[src/rtl/dpf_pkg.sv]
package dpf_pkg;
    localparam int WORD_W     = 32;
    localparam int DESC_WORDS = 8;
    localparam int DESC_W     = WORD_W * DESC_WORDS;
    localparam int NEXT_IDX   = 3;
    localparam int BYTES_IDX  = 4;
    localparam int STAT_IDX   = 5;
    localparam int CTRL_IDX   = 7;
    localparam int OWN_BIT    = 31;

    typedef enum logic [2:0] {F_IDLE, F_REQ, F_WAIT, F_PUSH, F_STOP} fetch_st_e;
    typedef enum logic [1:0] {W_IDLE, W_BYTES, W_STAT, W_CTRL} wb_st_e;
endpackage

[src/rtl/dpf_pend_fifo.sv]
module dpf_pend_fifo #(
    parameter int W     = 64,
    parameter int DEPTH = 4
) (
    input  logic         clk,
    input  logic         rst_n,
    input  logic         push,
    input  logic [W-1:0] push_data,
    input  logic         pop,
    output logic [W-1:0] head,
    output logic         full,
    output logic         empty
);
    localparam int AW = (DEPTH > 1) ? $clog2(DEPTH) : 1;
    localparam int CW = $clog2(DEPTH + 1);
    localparam logic [AW-1:0] LAST = AW'(DEPTH - 1);
    localparam logic [CW-1:0] FULL_CNT = CW'(DEPTH);

    typedef struct packed {
        logic [AW-1:0] wp;
        logic [AW-1:0] rp;
        logic [CW-1:0] cnt;
    } fifo_st_t;

    fifo_st_t q, d;
    logic [W-1:0] store_q [DEPTH];

    assign full  = (q.cnt == FULL_CNT);
    assign empty = (q.cnt == '0);
    assign head  = store_q[q.rp];

    always_comb begin
        d = q;
        if (push) d.wp = (q.wp == LAST) ? '0 : q.wp + 1'b1;
        if (pop)  d.rp = (q.rp == LAST) ? '0 : q.rp + 1'b1;
        case ({push, pop})
            2'b10:   d.cnt = q.cnt + 1'b1;
            2'b01:   d.cnt = q.cnt - 1'b1;
            default: d.cnt = q.cnt;
        endcase
    end

    always_ff @(posedge clk) begin
        if (!rst_n) q <= '0;
        else        q <= d;
        if (push) store_q[q.wp] <= push_data;
    end

    a_r4_no_overflow: assert property (@(posedge clk) disable iff (!rst_n)
        push |-> (!full || pop));
    a_r5_no_underflow: assert property (@(posedge clk) disable iff (!rst_n)
        pop |-> !empty);
endmodule

[src/rtl/dpf_fetch.sv]
module dpf_fetch
    import dpf_pkg::*;
#(
    parameter int ADDR_W = 32
) (
    input  logic              clk,
    input  logic              rst_n,
    input  logic              run,
    input  logic [ADDR_W-1:0] start_ptr,
    input  logic              pend_full,
    output logic              rd_req_valid,
    input  logic              rd_req_ready,
    output logic [ADDR_W-1:0] rd_addr,
    input  logic              rd_rsp_valid,
    input  logic [DESC_W-1:0] rd_rsp_data,
    output logic              dsp_valid,
    input  logic              dsp_ready,
    output logic [DESC_W-1:0] dsp_desc,
    output logic              push,
    output logic [ADDR_W-1:0] push_addr,
    output logic [WORD_W-1:0] push_ctrl,
    output logic              stopped
);
    typedef struct packed {
        fetch_st_e         st;
        logic              run;
        logic [ADDR_W-1:0] ptr;
        logic [DESC_W-1:0] desc;
    } fetch_t;

    fetch_t q, d;

    assign rd_addr   = q.ptr;
    assign dsp_desc  = q.desc;
    assign push_addr = q.ptr;
    assign push_ctrl = q.desc[CTRL_IDX*WORD_W +: WORD_W];
    assign stopped   = (q.st == F_IDLE) || (q.st == F_STOP);

    always_comb begin
        d            = q;
        d.run        = run;
        rd_req_valid = 1'b0;
        dsp_valid    = 1'b0;
        push         = 1'b0;
        case (q.st)
            F_IDLE, F_STOP: begin
                if (run && !q.run) begin
                    d.ptr = start_ptr;
                    d.st  = F_REQ;
                end
            end
            F_REQ: begin
                if (!run) begin
                    d.st = F_IDLE;
                end else if (!pend_full) begin
                    rd_req_valid = 1'b1;
                    if (rd_req_ready) d.st = F_WAIT;
                end
            end
            F_WAIT: begin
                if (rd_rsp_valid) begin
                    d.desc = rd_rsp_data;
                    d.st   = rd_rsp_data[CTRL_IDX*WORD_W + OWN_BIT] ? F_PUSH : F_STOP;
                end
            end
            F_PUSH: begin
                dsp_valid = 1'b1;
                if (dsp_ready) begin
                    push  = 1'b1;
                    d.ptr = q.desc[NEXT_IDX*WORD_W +: ADDR_W];
                    d.st  = F_REQ;
                end
            end
            default: d.st = F_IDLE;
        endcase
    end

    always_ff @(posedge clk) begin
        if (!rst_n) begin
            q.st   <= F_IDLE;
            q.run  <= 1'b0;
            q.ptr  <= '0;
            q.desc <= '0;
        end else begin
            q <= d;
        end
    end

    a_r2_hold_offer: assert property (@(posedge clk) disable iff (!rst_n)
        dsp_valid && !dsp_ready |=> dsp_valid && $stable(dsp_desc));
    a_r3_only_owned: assert property (@(posedge clk) disable iff (!rst_n)
        dsp_valid |-> push_ctrl[OWN_BIT]);
endmodule

[src/rtl/dpf_writeback.sv]
module dpf_writeback
    import dpf_pkg::*;
#(
    parameter int ADDR_W = 32
) (
    input  logic              clk,
    input  logic              rst_n,
    input  logic              pend_valid,
    input  logic [ADDR_W-1:0] pend_addr,
    input  logic [WORD_W-1:0] pend_ctrl,
    output logic              pop,
    input  logic              rsp_valid,
    output logic              rsp_ready,
    input  logic [WORD_W-1:0] rsp_bytes,
    input  logic [WORD_W-1:0] rsp_status,
    output logic              wr_valid,
    input  logic              wr_ready,
    output logic [ADDR_W-1:0] wr_addr,
    output logic [WORD_W-1:0] wr_data,
    output logic              busy
);
    localparam logic [ADDR_W-1:0] OFF_BYTES = ADDR_W'(BYTES_IDX * 4);
    localparam logic [ADDR_W-1:0] OFF_STAT  = ADDR_W'(STAT_IDX * 4);
    localparam logic [ADDR_W-1:0] OFF_CTRL  = ADDR_W'(CTRL_IDX * 4);
    localparam logic [WORD_W-1:0] OWN_MASK  = WORD_W'(1) << OWN_BIT;

    typedef struct packed {
        wb_st_e            st;
        logic [ADDR_W-1:0] base;
        logic [WORD_W-1:0] bytes;
        logic [WORD_W-1:0] stat;
        logic [WORD_W-1:0] ctrl;
    } wb_t;

    wb_t q, d;

    assign busy = (q.st != W_IDLE);

    always_comb begin
        d         = q;
        pop       = 1'b0;
        rsp_ready = 1'b0;
        wr_valid  = 1'b0;
        wr_addr   = q.base;
        wr_data   = '0;
        case (q.st)
            W_IDLE: begin
                rsp_ready = pend_valid;
                if (rsp_valid && pend_valid) begin
                    pop     = 1'b1;
                    d.base  = pend_addr;
                    d.ctrl  = pend_ctrl & ~OWN_MASK;
                    d.bytes = rsp_bytes;
                    d.stat  = rsp_status;
                    d.st    = W_BYTES;
                end
            end
            W_BYTES: begin
                wr_valid = 1'b1;
                wr_addr  = q.base + OFF_BYTES;
                wr_data  = q.bytes;
                if (wr_ready) d.st = W_STAT;
            end
            W_STAT: begin
                wr_valid = 1'b1;
                wr_addr  = q.base + OFF_STAT;
                wr_data  = q.stat;
                if (wr_ready) d.st = W_CTRL;
            end
            W_CTRL: begin
                wr_valid = 1'b1;
                wr_addr  = q.base + OFF_CTRL;
                wr_data  = q.ctrl;
                if (wr_ready) d.st = W_IDLE;
            end
            default: d.st = W_IDLE;
        endcase
    end

    always_ff @(posedge clk) begin
        if (!rst_n) begin
            q.st    <= W_IDLE;
            q.base  <= '0;
            q.bytes <= '0;
            q.stat  <= '0;
            q.ctrl  <= '0;
        end else begin
            q <= d;
        end
    end

    a_r6_own_cleared: assert property (@(posedge clk) disable iff (!rst_n)
        wr_valid && (wr_addr == q.base + OFF_CTRL) |-> !wr_data[OWN_BIT]);
    a_r6_write_held: assert property (@(posedge clk) disable iff (!rst_n)
        wr_valid && !wr_ready |=> wr_valid && $stable(wr_addr) && $stable(wr_data));
    a_r7_no_rsp_while_busy: assert property (@(posedge clk) disable iff (!rst_n)
        wr_valid |-> !rsp_ready);
endmodule

[src/rtl/desc_prefetch.sv]
module desc_prefetch
    import dpf_pkg::*;
#(
    parameter int ADDR_W = 32,
    parameter int DEPTH  = 4
) (
    input  logic              clk,
    input  logic              rst_n,
    input  logic              run,
    input  logic [ADDR_W-1:0] start_ptr,
    output logic              idle,
    output logic              rd_req_valid,
    input  logic              rd_req_ready,
    output logic [ADDR_W-1:0] rd_addr,
    input  logic              rd_rsp_valid,
    input  logic [255:0]      rd_rsp_data,
    output logic              dsp_valid,
    input  logic              dsp_ready,
    output logic [255:0]      dsp_desc,
    input  logic              rsp_valid,
    output logic              rsp_ready,
    input  logic [31:0]       rsp_bytes,
    input  logic [31:0]       rsp_status,
    output logic              wr_valid,
    input  logic              wr_ready,
    output logic [ADDR_W-1:0] wr_addr,
    output logic [31:0]       wr_data
);
    localparam int ENTRY_W = ADDR_W + WORD_W;

    logic              push, pop, pend_full, pend_empty, stopped, wb_busy;
    logic [ADDR_W-1:0] push_addr;
    logic [WORD_W-1:0] push_ctrl;
    logic [ENTRY_W-1:0] pend_head;

    dpf_fetch #(.ADDR_W(ADDR_W)) u_fetch (
        .clk(clk), .rst_n(rst_n), .run(run), .start_ptr(start_ptr),
        .pend_full(pend_full),
        .rd_req_valid(rd_req_valid), .rd_req_ready(rd_req_ready), .rd_addr(rd_addr),
        .rd_rsp_valid(rd_rsp_valid), .rd_rsp_data(rd_rsp_data),
        .dsp_valid(dsp_valid), .dsp_ready(dsp_ready), .dsp_desc(dsp_desc),
        .push(push), .push_addr(push_addr), .push_ctrl(push_ctrl), .stopped(stopped)
    );

    dpf_pend_fifo #(.W(ENTRY_W), .DEPTH(DEPTH)) u_pend (
        .clk(clk), .rst_n(rst_n),
        .push(push), .push_data({push_addr, push_ctrl}),
        .pop(pop), .head(pend_head), .full(pend_full), .empty(pend_empty)
    );

    dpf_writeback #(.ADDR_W(ADDR_W)) u_wb (
        .clk(clk), .rst_n(rst_n),
        .pend_valid(!pend_empty),
        .pend_addr(pend_head[ENTRY_W-1 -: ADDR_W]),
        .pend_ctrl(pend_head[WORD_W-1:0]),
        .pop(pop),
        .rsp_valid(rsp_valid), .rsp_ready(rsp_ready),
        .rsp_bytes(rsp_bytes), .rsp_status(rsp_status),
        .wr_valid(wr_valid), .wr_ready(wr_ready), .wr_addr(wr_addr), .wr_data(wr_data),
        .busy(wb_busy)
    );

    assign idle = stopped && pend_empty && !wb_busy;

    a_r4_no_fetch_when_full: assert property (@(posedge clk) disable iff (!rst_n)
        rd_req_valid |-> !pend_full);
    a_r7_rsp_needs_pending: assert property (@(posedge clk) disable iff (!rst_n)
        rsp_ready |-> !pend_empty);
    a_r8_idle_quiet: assert property (@(posedge clk) disable iff (!rst_n)
        idle |-> !rd_req_valid && !dsp_valid && !wr_valid && !rsp_ready);
endmodule

[config.mk]
export PLATFORM = sky130hd
export DESIGN_NAME = desc_prefetch
export DESIGN_NICKNAME = d
export VERILOG_FILES = /design/src/rtl/dpf_pkg.sv /design/src/rtl/dpf_pend_fifo.sv /design/src/rtl/dpf_fetch.sv /design/src/rtl/dpf_writeback.sv /design/src/rtl/desc_prefetch.sv
export SDC_FILE = /design/constraint.sdc
export NUM_CORES = 1
export LEC_CHECK = 0
export BUFFER_PORTS_ARGS = -buffer_cell sky130_fd_sc_hd__buf_2
export CORE_AREA = 5 5 273 275
export CTS_CLUSTER_DIAMETER = 200
export DETAILED_ROUTE_END_ITERATION = 6
export DIE_AREA = 0 0 278 280
export GPL_ROUTABILITY_DRIVEN = 0
export PLACE_DENSITY = 0.65
export SETUP_SLACK_MARGIN = 0.05
export SYNTH_ARGS = -nofsm -noshare
export SYNTH_HDL_FRONTEND = slang
export SYNTH_SLANG_ARGS = --single-unit
[constraint.sdc]
create_clock -name clk -period 3.2 [get_ports clk]
set_input_delay 0.16 -clock clk [delete_from_list [all_inputs] [get_ports clk]]
set_output_delay 0.16 -clock clk [all_outputs]
set_load 0.05 [all_outputs]
* Word level (Yosys, flattened, before mapping)
Memories as Yosys holds them, arrays and structs flattened. A register that Yosys moved wholly into a read port is not among the register bits.
Cells that the tools add are included.
** Storage, ports and cells
- Memories kept :: 1
- Output and inout bits :: 357
- Register bits :: 428
- Logic and storage cells :: 97
- RAM bits :: 256
** Memories
- u_pend.store_q :: words 4, width 64, rd ports 1, clocked after Yosys merged registers in 1, wr ports 1, RTL line dpf_pend_fifo.sv:26 : logic [W-1:0] store_q [DEPTH];
** Cells by class
- Equal/unequal tests :: 21
- Multiplexer cells :: 35
- Reduce and logical (&&, ||, !) cells :: 21
- Add/subtract/negate cells :: 7
** Operators with widths (count)
- $pmux 32 s3 :: 2
- $mux 130 :: 1
- $add 32x5->32 const B :: 3
- $mux 32 :: 2
- $pmux 32 s2 :: 1
- $mux 3 :: 7
- $mux 2 :: 7
- $mux 1 :: 12
- $pmux 3 s4 :: 1
- $eq 2x2->1 const B :: 5
- $ne 2x2->1 const B :: 5
- $pmux 2 s4 :: 1
- $eq 3x2->1 const B :: 2
- $eq 3x3->1 const B :: 2
- $logic_not 3->1 :: 2
- $ne 3x3->1 const B :: 2
- $pmux 3 s2 :: 1
- $reduce_bool 2->1 :: 3
- $reduce_and 5->1 :: 1
- $add 2x1->2 const B :: 2
- $eq 2x1->1 const B :: 2
- $logic_and 1x1->1 :: 4
- $ne 2x1->1 const B :: 2
- $reduce_and 2->1 :: 2
- 10 further kinds :: 12

* Logic depth before layout (Yosys ltp)
Gate-level depths: netlist of run 1.
- Depth after elaboration :: 7
- Gate-level depth with buffers :: 12
- Gate-level depth less buffers :: 10

* Cells and area by module
Synthesis of run 1 repeated with hierarchy kept, for this count alone.
** Second synthesis, totals
- Cells, all modules :: 2943
- Area total of the unflattened synthesis :: 30387.9 sq um
** By module, submodules not included
- dpf_fetch :: cells each 1672, times used 1, area an instance 14154.8 sq um
- dpf_pend_fifo :: cells each 381, times used 1, area an instance 9774.4 sq um
- dpf_writeback :: cells each 888, times used 1, area an instance 6446.2 sq um
- desc_prefetch :: cells each 2, times used 1, area an instance 12.5 sq um

* Worst setup path after synthesis of run 1
Ideal clock, no wire load.
- Path kind :: register to register
- Start :: register u_fetch.q[290] in the netlist's numbering
- End :: memory u_pend.store_q[0][0], enable pin
- Setup time :: 0.428 ns
- Buffers on the path :: 2
- Arrival time :: 3.239 ns
- Slack :: -0.467 ns
- Data required time :: 2.772 ns
- Cell stages (with the launch flop) :: 7
- Path through :: dfxtp_1 > nor2b_1 > nand2_1 > inv_2 > buf_4 > clkbuf_1 > and3_1
** On the way
- Word-level cells in the longest chain between the ends :: 4
** RTL lines
- from (decl) :: RTL line dpf_fetch.sv:31 : fetch_t q, d;
- $eq 3x2->1 :: RTL line dpf_fetch.sv:45 : case (q.st)
- $mux 1 :: RTL line dpf_fetch.sv:45
- $mux 1 :: RTL line dpf_pend_fifo.sv:46 : if (push) store_q[q.wp] <= push_data;
- $mux 1 (implied by the code) :: RTL line dpf_pend_fifo.sv:46
- to (decl) :: RTL line dpf_pend_fifo.sv:26
No other way between the ends.

* Worst setup path in the final report of run 1
- Start :: register u_wb.q[129] in the netlist's numbering
- End :: output port wr_addr[25]
** On the way
- Word-level cells in the longest chain between the ends :: 2
** RTL lines
- from (decl) :: RTL line dpf_writeback.sv:35 : wb_t q, d;
- $eq 2x2->1 or $eq 2x1->1 (tied branches) :: RTL line dpf_writeback.sv:46 : case (q.st)
- $pmux 32 s3 * :: RTL line dpf_writeback.sv:46
- to (decl) :: RTL line desc_prefetch.sv:26 : output logic [ADDR_W-1:0] wr_addr,
Mark *: on every way between the ends. The rest lies on a longest branch, timed or not.

==> flow_summary.json, run 1 <==
{
  "path_clk_slew_ns": 0.06,
  "place_ws_ns": 0.4767,
  "leakagePower_uw": 0.01432,
  "fin_skew_ns": 0.02277,
  "grt_pass1_wl_um": 137500,
  "drt-total-wl_um": 91800,
  "internal_power_uw": 14940,
  "power_uw": 19940,
  "peakVddDrop_uv": 424.2,
  "slew_headroom": 0.3004,
  "async_flop_share": 0,
  "cts_root_buf": "clkbuf_16",
  "finalInstanceArea_um2": 37290,
  "dp_hpwl_um": 60260,
  "synth_nets": 3234,
  "grt_max_degree": 174,
  "setup_violations": 0,
  "timing.final.ws_setup_ns": 0.2101,
  "place_area_um2": 31030,
  "synth_commonest_cells": "872 x nand2_1, 430 x dfxtp_1, 291 x buf_4",
  "wl_per_cell_um": 19.90,
  "synth_edf_count": 252,
  "overflow": 0,
  "synth-seq-cells": 682,
  "pwr-share-comb": 0.100,
  "fin_crit_sh": 0.9343,
  "status": "completed",
  "yosysMostFrequentCell": "nand2_1",
  "first_iter_violations": 1799,
  "drv_cap": 0,
  "switchingPower_uw": 4992,
  "finalHoldViolCount": 0,
  "gr-usage-met1": 0.2735,
  "tightestPinTransition_ns": 1.049,
  "clock_sinks": 682,
  "antenna_found_initial": 21,
  "ys_seq_area_frac": 0.5657,
  "row_count": 99,
  "switching_share": 0.2504,
  "start_util": 0.3966,
  "rsz0062_at_grt": "no",
  "clockBufferDepth": 3,
  "max_freq_mhz": 334.5,
  "io_buffers": 716,
  "fin_nets": 3951,
  "synth_cell_types": 63,
  "syn_area_per_cell_um2": 10.01,
  "min_path_type": "input pin to flop",
  "startpoint_type": "flop",
  "worstSetupPathType": "flop to output port",
  "powerDensity_nw_per_um2": 534.6,
  "drc_errors": 0,
  "tns_ns": 0,
  "synth_top_area_frac": 0.3010,
  "numCtsBuffers": 76,
  "die_x_um": 278,
  "syn_area_um2": 28590,
  "slew_viol_final": 0,
  "grtUsageMet2": 0.3656,
  "route.vias.total": 23610,
  "drive_gt1_frac": 0.2694,
  "dieArea_um2": 77840,
  "grt_pass1_vias": 23360,
  "worstPathRequired_ns": 3.04,
  "vias_per_cell": 5.118,
  "pwr-share-seq": 0.461,
  "pwr-share-clk": 0.439,
  "cts_max_level": 3,
  "clock_latency_ns": 0.61,
  "ys_warn_count": 0,
  "synthCells": 2858,
  "synth.largest_area_cell": "dfxtp_1",
  "die_h_um": 280,
  "drtAntennaViolNets": 0,
  "io_pins": 717,
  "synth_ff_type": "dfxtp_1",
  "syn2layout_area_growth_pct": 30.41,
  "cts_tree": "done",
  "crit_arrival_ns": 2.83,
  "dr.pass1.iters": 6,
  "synth.area.top_cells": "dfxtp_1 30%, edfxtp_1 26%, nand2_1 11%, buf_4 7.6%, mux4_2 5.0%",
  "top_usage_layer": "met2",
  "core_area_um2": 72090,
  "finalCriticalPeriod_ns": 2.990,
  "cp-end-kind": "output port",
  "path_max_fanout": 4,
  "use_met3": 0.06424,
  "track_usage": 0.2230
}
[worst paths after layout]
| path | start | endpoint | slack (ns) | cells past startpoint |
|---|---|---|---|---|
| setup / recovery | u_wb.q[129] | wr_addr[25] | 0.21 | 9 |
| hold / removal | rst_n | u_fetch.q[290] | 0.06 | 3 |
| setup reg to reg | u_fetch.q[290] | u_fetch.push_addr[12] | 0.55 | 8 |
| hold reg to reg | u_fetch.dsp_desc[142] | u_fetch.dsp_desc[142] | 0.45 | 2 |
[state kept, by name, indices dropped and copies added, names as in the netlist, named ones only]
name,count
u_pend.q,7
u_pend.store_q,252
u_wb.q,129
u_fetch.push_addr,32
u_fetch.dsp_desc,256
u_fetch.q,4
[cell usage in the layout (no fill, tap or decap), types with 12 or more instances in the layout]
cell             n
a21boi_1       164
a21oi_1        244
a222oi_1        31
a311oi_1        31
buf_12          15
buf_2          709
buf_4           37
clkbuf_1        16
clkbuf_16       78
dfxtp_1        428
diode_2         16
dlygate4sd3_1  356
edfxtp_1       252
ha_1            12
inv_1           16
mux4_2          63
nand2_1        871
nand3_1         14
nor2_1          84
[cells by family after synthesis]
kind of cell | count (synthesis) | synth area share
and+or+nand+nor | 1038 | 0.1433
DFF | 682 | 0.5657
AOI/OAI and AO/OA | 553 | 0.1268
buffers and inverters | 500 | 0.1051
muxes | 66 | 0.05071
adders and majority gates | 16 | 0.007526
xor gates and xnor gates | 3 | 0.0009190
[repair_timing]
item,in CTS,in global routing
pin swaps,0,2
setup endpoints to repair,24,20
hold buffers,356,0
endpoints found under the hold margin,358,0
gates cloned,0,0
gates resized for setup,15,12
setup buffers,0,2
[power groups by stage]
stage | clock, µW | combinational (µW) | sequential, µW
5_1_grt | 9350 | 2110 | 9200
3_3_place_gp | 0 | 1600 | 9380
4_1_cts | 8960 | 1970 | 9190
6_report | 8750 | 1990 | 9200
2_1_floorplan | 0 | 1070 | 9320
3_5_place_dp | 0 | 1590 | 9380
[cell type report]
type | count | area [µm²]
Clock inverter | 40 | 425.4
Fill cell | 6231 | 34800
Clock buffer | 101 | 2108
Timing Repair Buffer | 1119 | 7705
Multi-Input combinational cell | 1676 | 9548
Inverter | 20 | 85.08
Sequential cell | 682 | 16180
Tap cell | 959 | 1200
Antenna cell | 16 | 40.04
[stage by stage]
stage	util	hold WS, ns	std cells
final	0.5173	0.06043	4613
after CTS	0.5158	0.03926	4595
after global routing	0.5173	0.07467	4612
after global placement	0.4304	0.3953	4098
after floorplan	-	0.2817	2858
after detailed placement	0.4304	0.4006	4098
[worst max-delay path, cell delays in order, from the launching register on]
cell and delay [ns]:
dfxtp_1 0.39, ha_2 0.27, ha_1 0.28, a211oi_4 0.38
buf_4 0.18, o31ai_1 0.06, nand3_1 0.19, o21ai_1 0.13
o41ai_2 0.08, buf_4 0.25
[metal layers]
| layer | vias to the layer above | share of wire |
|---|---|---|
| li1 | 10980 | - |
| met1 | 11220 | 0.39 |
| met2 | 1130 | 0.48 |
| met3 | 275 | 0.089 |
| met4 | 8 | 0.048 |
| met5 | - | 0.00054 |
Note: power is estimated with default switching activity, not from simulation.
==> run 2: changes to the inputs <==
--- a/config.mk
+++ b/config.mk
@@ -5,11 +5,12 @@
 export SDC_FILE = /design/constraint.sdc
 export NUM_CORES = 1
 export LEC_CHECK = 0
+export ABC_AREA = 1
 export BUFFER_PORTS_ARGS = -buffer_cell sky130_fd_sc_hd__buf_2
-export CORE_AREA = 5 5 273 275
+export CORE_AREA = 5 5 276 278
 export CTS_CLUSTER_DIAMETER = 200
 export DETAILED_ROUTE_END_ITERATION = 6
-export DIE_AREA = 0 0 278 280
+export DIE_AREA = 0 0 281 283
 export GPL_ROUTABILITY_DRIVEN = 0
 export PLACE_DENSITY = 0.65
 export SETUP_SLACK_MARGIN = 0.05
==> run 2 against run 1 <==
  * Register-to-register slack better by 0.19 ns
  * Cell count is 12% higher
  * Sequential share of layout area is 0.31 points lower
  * Worst hold slack worse by 0.0057 ns
  * Fmax is 0.53% higher
  * Utilization is 0.75 points lower
  * Combinational power is 34% higher
  * Synthesized cell count is 19% higher
  * Non-clock buffer count is 9 lower
  * Critical path type unchanged
==> flow_summary.json, run 2 <==
{
  "overflow": 0,
  "worstPathRequired_ns": 3.04,
  "dr_wl_met2_um": 48300,
  "io_pins": 717,
  "die_h_um": 283,
  "fin_crit_sh": 0.9294,
  "dr.pass1.iters": 6,
  "synth_top_family_by_area": "simple AND/OR/NAND/NOR gates",
  "dp_hpwl_um": 69980,
  "dieArea_um2": 79520,
  "synth_top_area_frac": 0.2955,
  "drv_cap": 0,
  "setup_violations": 0,
  "synth_edf_count": 252,
  "finalHoldViolCount": 0,
  "status": "completed",
  "min_from": "rd_rsp_data[133]",
  "cts_tree": "done",
  "finalCriticalPeriod_ns": 2.974,
  "rsz0062_at_grt": "no",
  "syn_area_per_cell_um2": 8.576,
  "peakVddDrop_uv": 393.2,
  "synth_ff_type": "dfxtp_1",
  "die_x_um": 281,
  "slew_headroom": 0.2913,
  "path_clk_slew_ns": 0.06,
  "met1Wirelength_um": 40770,
  "slew_viol_final": 0,
  "drt-total-wl_um": 102600,
  "dr.max_layer_used": "met5",
  "power_uw": 20720,
  "cp-end-kind": "output port",
  "wl_per_cell_um": 19.94,
  "grt_max_degree": 199,
  "async_flop_share": 0,
  "powerDensity_nw_per_um2": 551.4,
  "startpoint_type": "flop",
  "final_common_cell": "nor2_1",
  "wl_met3_um": 9322,
  "syn_area_um2": 29130,
  "synth.area.top_cells": "dfxtp_1 30%, edfxtp_1 26%, nor2_1 13%, buf_4 7.6%, o21ai_0 7.0%",
  "worstSetupPathType": "flop to output port",
  "holdPathStages": 3,
  "grt_pass1_vias": 24930,
  "synth.largest_area_cell": "dfxtp_1",
  "grt_pass1_wl_um": 153400,
  "track_usage": 0.2478,
  "leakagePower_uw": 0.01601,
  "vias_per_cell": 5.004,
  "synth_cell_types": 41,
  "min_to": "u_fetch.dsp_desc[133]",
  "cts_max_level": 3,
  "fin_nets": 4463,
  "synth_compound_area_frac": 0.1229,
  "layout_common_cells": "1015 x nor2_1, 700 x buf_2, 428 x dfxtp_1, 406 x o21ai_0, 353 x dlygate4sd3_1",
  "synthMuxAreaShare": 0,
  "syn2layout_area_growth_pct": 28.97,
  "row_count": 100,
  "synthXorXnorAreaFrac": 0,
  "ys_warn_count": 0,
  "max_freq_mhz": 336.2,
  "start_util": 0.3953,
  "rrSetupSlack_ns": 0.74,
  "regArea_um2": 16180,
  "cts_root_buf": "clkbuf_16",
  "synthCells": 3397,
  "fin_skew_ns": 0.03372,
  "synth-seq-cells": 682,
  "timing.rr.start": "u_wb.q[128]",
  "fillers": 6689,
  "antenna_found_initial": 31,
  "multi_input_area_um2": 9517,
  "yosysMostFrequentCell": "nor2_1",
  "synth_nets": 3773,
  "clock_latency_ns": 0.62,
  "numCtsBuffers": 77,
  "largest_reg_flops": 256,
  "path_max_fanout": 5,
  "drtAntennaViolNets": 0,
  "synth_commonest_cells": "1021 x nor2_1, 430 x dfxtp_1, 406 x o21ai_0",
  "crit_arrival_ns": 2.81,
  "yosys.area_share.simple": 0.1946,
  "first_iter_violations": 1918,
  "min_path_type": "input pin to flop",
  "tightestPinTransition_ns": 1.063,
  "clock_sinks": 682,
  "synth_fa_ha_area_frac": 0.007387,
  "io_buffers": 716,
  "cts_setup_buffers": 0,
  "route.vias.total": 25760,
  "r2r_end": "u_wb.q[59]",
  "drc_errors": 0,
  "core_area_um2": 73700,
  "reg2reg_depth": 7,
  "clockBufferDepth": 3,
  "ys_seq_area_frac": 0.5553,
  "fin_util": 0.5098,
  "drive_gt1_frac": 0.2186
}
-- run 2: changes by cell type in the layout (fill, tap and decap cells not counted), moves of 26 or more --
| cell | change |
|---|---|
| mux4_2 | -63 |
| o21ai_1 | +101 |
| nor2_1 | +931 |
| nand3_1 | +54 |
| o21ai_0 | +395 |
| a21oi_1 | -220 |
| a222oi_1 | -31 |
| o32ai_1 | +63 |
| a31oi_1 | +26 |
| nand2_1 | -537 |
| a311oi_1 | -31 |
| a21boi_1 | -164 |
| inv_1 | +65 |
-- run 2: power breakdown --
part	total [µW]	switching, µW	leakage [µW]	internal [µW]
logic	2670	1800	0.00893	871
clock network	8650	3580	0.00120	5070
registers	9390	210	0.00588	9180
total	20700	5600	0.0160	15100
-- run 2: metrics by stage --
stage | hold WS [ns] | instance area, µm² | setup TNS [ns] | instances | setup slack, ns
6_report | 0.05472 | 37570 | 0 | 5148 | 0.2259
5_1_grt | 0.01775 | 37540 | 0 | 5138 | 0.04051
4_1_cts | 0.005342 | 37480 | 0 | 5118 | 0.1147
3_5_place_dp | 0.3637 | 31470 | 0 | 4624 | 0.7516
3_3_place_gp | 0.3598 | 31470 | 0 | 4624 | 0.7784
2_1_floorplan | 0.2535 | 29130 | -174.98 | 3397 | -0.6943
-- run 2: metal layers --
| layer | global-route usage | vias to the layer above |
|---|---|---|
| met3 | 0.07081 | 287 |
| met1 | 0.3120 | 11990 |
| met5 | 0 | - |
| li1 | - | 12340 |
| met2 | 0.4036 | 1151 |
| met4 | 0.09781 | 2 |
-- run 2: layout make-up --
type / count / area share
multi-input combinational: 2124 / 0.2533
timing repair buffer: 1110 / 0.2062
inverter: 92 / 0.009625
clock buffer: 107 / 0.05768
antenna: 30 / 0.001998
sequential: 682 / 0.4307
clock inverter: 34 / 0.008159
tap: 969 / 0.03227
-- run 2: worst max-delay path, cell delays in order, from the launching register on --
cell and delay [ns]:
dfxtp_1 0.33, ha_1 0.26, ha_1 0.29, nand2_1 0.05, nand2_1 0.17, nand2_1 0.16
o22ai_2 0.19, nand2_1 0.16, nor2_1 0.16, nand2_1 0.06, o21ai_0 0.12, buf_4 0.26
-- run 2: worst max-delay path by stage --
stage / start / end / slack, ns / depth (start not counted)
final: u_wb.q[128] / wr_addr[9] / 0.23 / 11
after global routing: u_wb.q[128] / wr_addr[9] / 0.04 / 11
after CTS: u_wb.q[128] / wr_addr[22] / 0.11 / 11
after detailed placement: u_wb.q[128] / u_wb.q[43] / 0.75 / 7
after global placement: u_fetch.q[291] / u_pend.q[2] / 0.78 / 11
after floorplan: u_fetch.q[290] / u_pend.store_q[0][0] / -0.69 / 6
-- run 2: cells by family after synthesis --
family | after synthesis
adder cells (fa/ha/maj) | 16
AND/OR/NAND/NOR | 1456
AO/OA/AOI/OAI | 652
flip-flops | 682
buffers and inverters | 591
-- run 2: repair_timing --
item,4_1_cts,5_1_grt
endpoints found under the hold margin,355,0
resized for setup,0,6
setup endpoints to repair,0,8
hold buffers,353,0
==> run 3: changes to the inputs <==
--- a/config.mk
+++ b/config.mk
@@ -12,7 +12,9 @@
 export DETAILED_ROUTE_END_ITERATION = 6
 export DIE_AREA = 0 0 281 283
 export GPL_ROUTABILITY_DRIVEN = 0
+export GPL_TIMING_DRIVEN = 0
 export PLACE_DENSITY = 0.65
+export RECOVER_POWER = 25
 export SETUP_SLACK_MARGIN = 0.05
 export SYNTH_ARGS = -nofsm -noshare
 export SYNTH_HDL_FRONTEND = slang
==> run 3 against run 2 <==
  * Global-route usage grew 3.4 points
  * Critical path depth unchanged
  * Sequential share of layout area decreased by 2.9 points
  * Cell count up 9.2%
  * First-iteration DRC count is 24% higher
  * Combinational power grew 13%
  * Largest power group unchanged
  * Clock power barely moved
==> flow_summary.json, run 3 (synthesis results as in run 2) <==
{
  "internal_power_uw": 15210,
  "critical_path_buf_inv_count": 1,
  "clock_latency_ns": 0.63,
  "route.vias.total": 28050,
  "wl_per_cell_um": 20.70,
  "startpoint_type": "flop",
  "rrSetupSlack_ns": 0.39,
  "io_pins": 717,
  "multi_input_area_um2": 9497,
  "largest_reg_flops": 256,
  "pwr-share-clk": 0.410,
  "tightestPinTransition_ns": 1.160,
  "rsz0062_at_grt": "no",
  "path_max_fanout": 7,
  "final_common_cell": "nor2_1",
  "critical-path-top-delay-family": "simple AND/OR/NAND/NOR gates",
  "grt_pass1_wl_um": 172400,
  "drt-total-wl_um": 116300,
  "status": "completed",
  "regArea_um2": 16180,
  "numCtsBuffers": 75,
  "fin_skew_ns": 0.02722,
  "setup_violations": 0,
  "finalCriticalPeriod_ns": 2.982,
  "finalInstanceArea_um2": 40230,
  "drc_errors": 0,
  "hold_slack_ns": 0.04710,
  "leakagePower_uw": 0.01771,
  "cts_tree": "done",
  "cp_common_cell": "nand2_1",
  "first_iter_violations": 2381,
  "path_clk_slew_ns": 0.06,
  "fin_crit_sh": 0.9318,
  "finalHoldViolCount": 0,
  "max_freq_mhz": 335.4,
  "peakVddDrop_uv": 500.3,
  "min_path_type": "input pin to flop",
  "drv_cap": 0,
  "fillers": 6618,
  "cp-end-kind": "output port",
  "syn2layout_area_growth_pct": 38.08,
  "layout_common_cells": "1017 x nor2_1, 757 x buf_2, 430 x dfxtp_1, 404 x o21ai_0, 356 x dlygate4sd3_1",
  "start_util": 0.3953,
  "dr.pass1.iters": 7,
  "worstPathCellList": "ha_2, ha_1, nand2_1, nand2_1, nand2_1, o22ai_2, nand2_1, nor2_1, nand2_1, o21ai_0, buf_4",
  "cts_max_level": 3,
  "max_stage_delay_ns": 0.32,
  "drive_gt1_frac": 0.2627,
  "switchingPower_uw": 5815,
  "row_count": 100,
  "grt_pass1_vias": 28100,
  "track_usage": 0.2815,
  "cts_setup_buffers": 0,
  "slew_headroom": 0.2266,
  "overflow": 0,
  "dieArea_um2": 79520,
  "drtAntennaViolNets": 0,
  "vias_per_cell": 4.990,
  "cp_slowest_cell": "dfxtp_1",
  "place_area_um2": 34200,
  "die_x_um": 281,
  "slew_viol_final": 0,
  "cts_root_buf": "clkbuf_16",
  "pwr-share-comb": 0.143,
  "worstSetupPathType": "flop to output port",
  "io_buffers": 715,
  "die_h_um": 283,
  "clockBufferDepth": 3,
  "antenna_found_initial": 35,
  "crit_arrival_ns": 2.82,
  "grt_max_degree": 30,
  "worstPathRequired_ns": 3.04,
  "powerDensity_nw_per_um2": 522.6,
  "pwr-share-seq": 0.447,
  "switching_share": 0.2766,
  "dp_hpwl_um": 85790,
  "fin_nets": 4931,
  "clock_sinks": 682,
  "core_area_um2": 73700
}
run 3: cell types whose count changed in the layout (fill, tap and decap cells not counted), moves of 3 or more:
cell | before | now
buf_12 | 22 | 4
buf_6 | 0 | 3
buf_16 | 0 | 6
buf_1 | 0 | 6
clkinv_1 | 11 | 17
buf_2 | 700 | 757
clkbuf_1 | 20 | 160
buf_4 | 33 | 297
clkbuf_2 | 0 | 3
dlygate4sd3_1 | 353 | 356
diode_2 | 30 | 37
clkinv_2 | 9 | 13
clkbuf_16 | 80 | 76
run 3: repair_timing:
action	in CTS	in global routing
endpoints found under the setup margin	27	9
gates resized for setup	7	4
endpoints found under the hold margin	357	0
hold buffers	356	0
run 3: power by group through the flow:
| stage | clock network, µW | registers (µW) | logic [µW] |
|---|---|---|---|
| after floorplan | 0 | 9470 | 1700 |
| after global placement | 0 | 9560 | 2580 |
| after detailed placement | 0 | 9570 | 2590 |
| after CTS | 8740 | 9380 | 2980 |
| after global routing | 9120 | 9400 | 3200 |
| final | 8630 | 9390 | 3010 |
run 3: final timing paths:
path         depth (start not counted)                   from                     to
max reg2reg                         13            u_wb.q[128]            u_pend.q[2]
min                                  6           rd_req_ready         u_fetch.q[289]
max                                 11            u_wb.q[128]             wr_addr[9]
min reg2reg                          2  u_fetch.dsp_desc[198]  u_fetch.dsp_desc[198]
run 3: cell type report:
| cell class | count | share of cell area |
|---|---|---|
| well taps | 969 | 0.03014 |
| inverters | 92 | 0.008740 |
| flip-flops and latches | 682 | 0.4021 |
| clock buffers | 92 | 0.04977 |
| plain buffers | 499 | 0.07813 |
| repair buffers | 1081 | 0.1817 |
| diodes | 37 | 0.002302 |
| multi-input cells | 2124 | 0.2361 |
| clock inverters | 44 | 0.01098 |
run 3: per-stage QoR:
stage	util	cells	setup TNS (ns)	setup slack, ns	total power [µW]
after global routing	0.5453	5605	0	0.05848	21720
after floorplan	-	3397	-174.98	-0.6943	11170
final	0.5458	5620	0	0.2184	21020
after global placement	0.4603	5081	-717.84	-2.925	12140
after detailed placement	0.4640	5091	0	0.4028	12150
after CTS	0.5457	5583	0	0.08473	21100
run 3: worst register-to-register path, cell delays in order (launching register included):
cell     delay [ns]
dfxtp_1        0.32
inv_1          0.14
ha_1           0.31
inv_2          0.15
nor2_4         0.25
buf_4          0.23
buf_4          0.21
ha_1           0.16
inv_1          0.07
fa_1           0.38
a21oi_1        0.15
o21ai_0        0.13
o21ai_0        0.17
a21oi_1        0.05
run 3: layer usage:
layer / wire, µm / global-route usage / part of all wire / vias to the layer above
met5: 21 / 0 / 0.00018 / -
met2: 55810 / 0.4782 / 0.48 / 1304
met3: 10210 / 0.07312 / 0.088 / 291
li1: - / - / - / 13310
met1: 45440 / 0.3420 / 0.39 / 13140
met4: 4831 / 0.1115 / 0.042 / 4
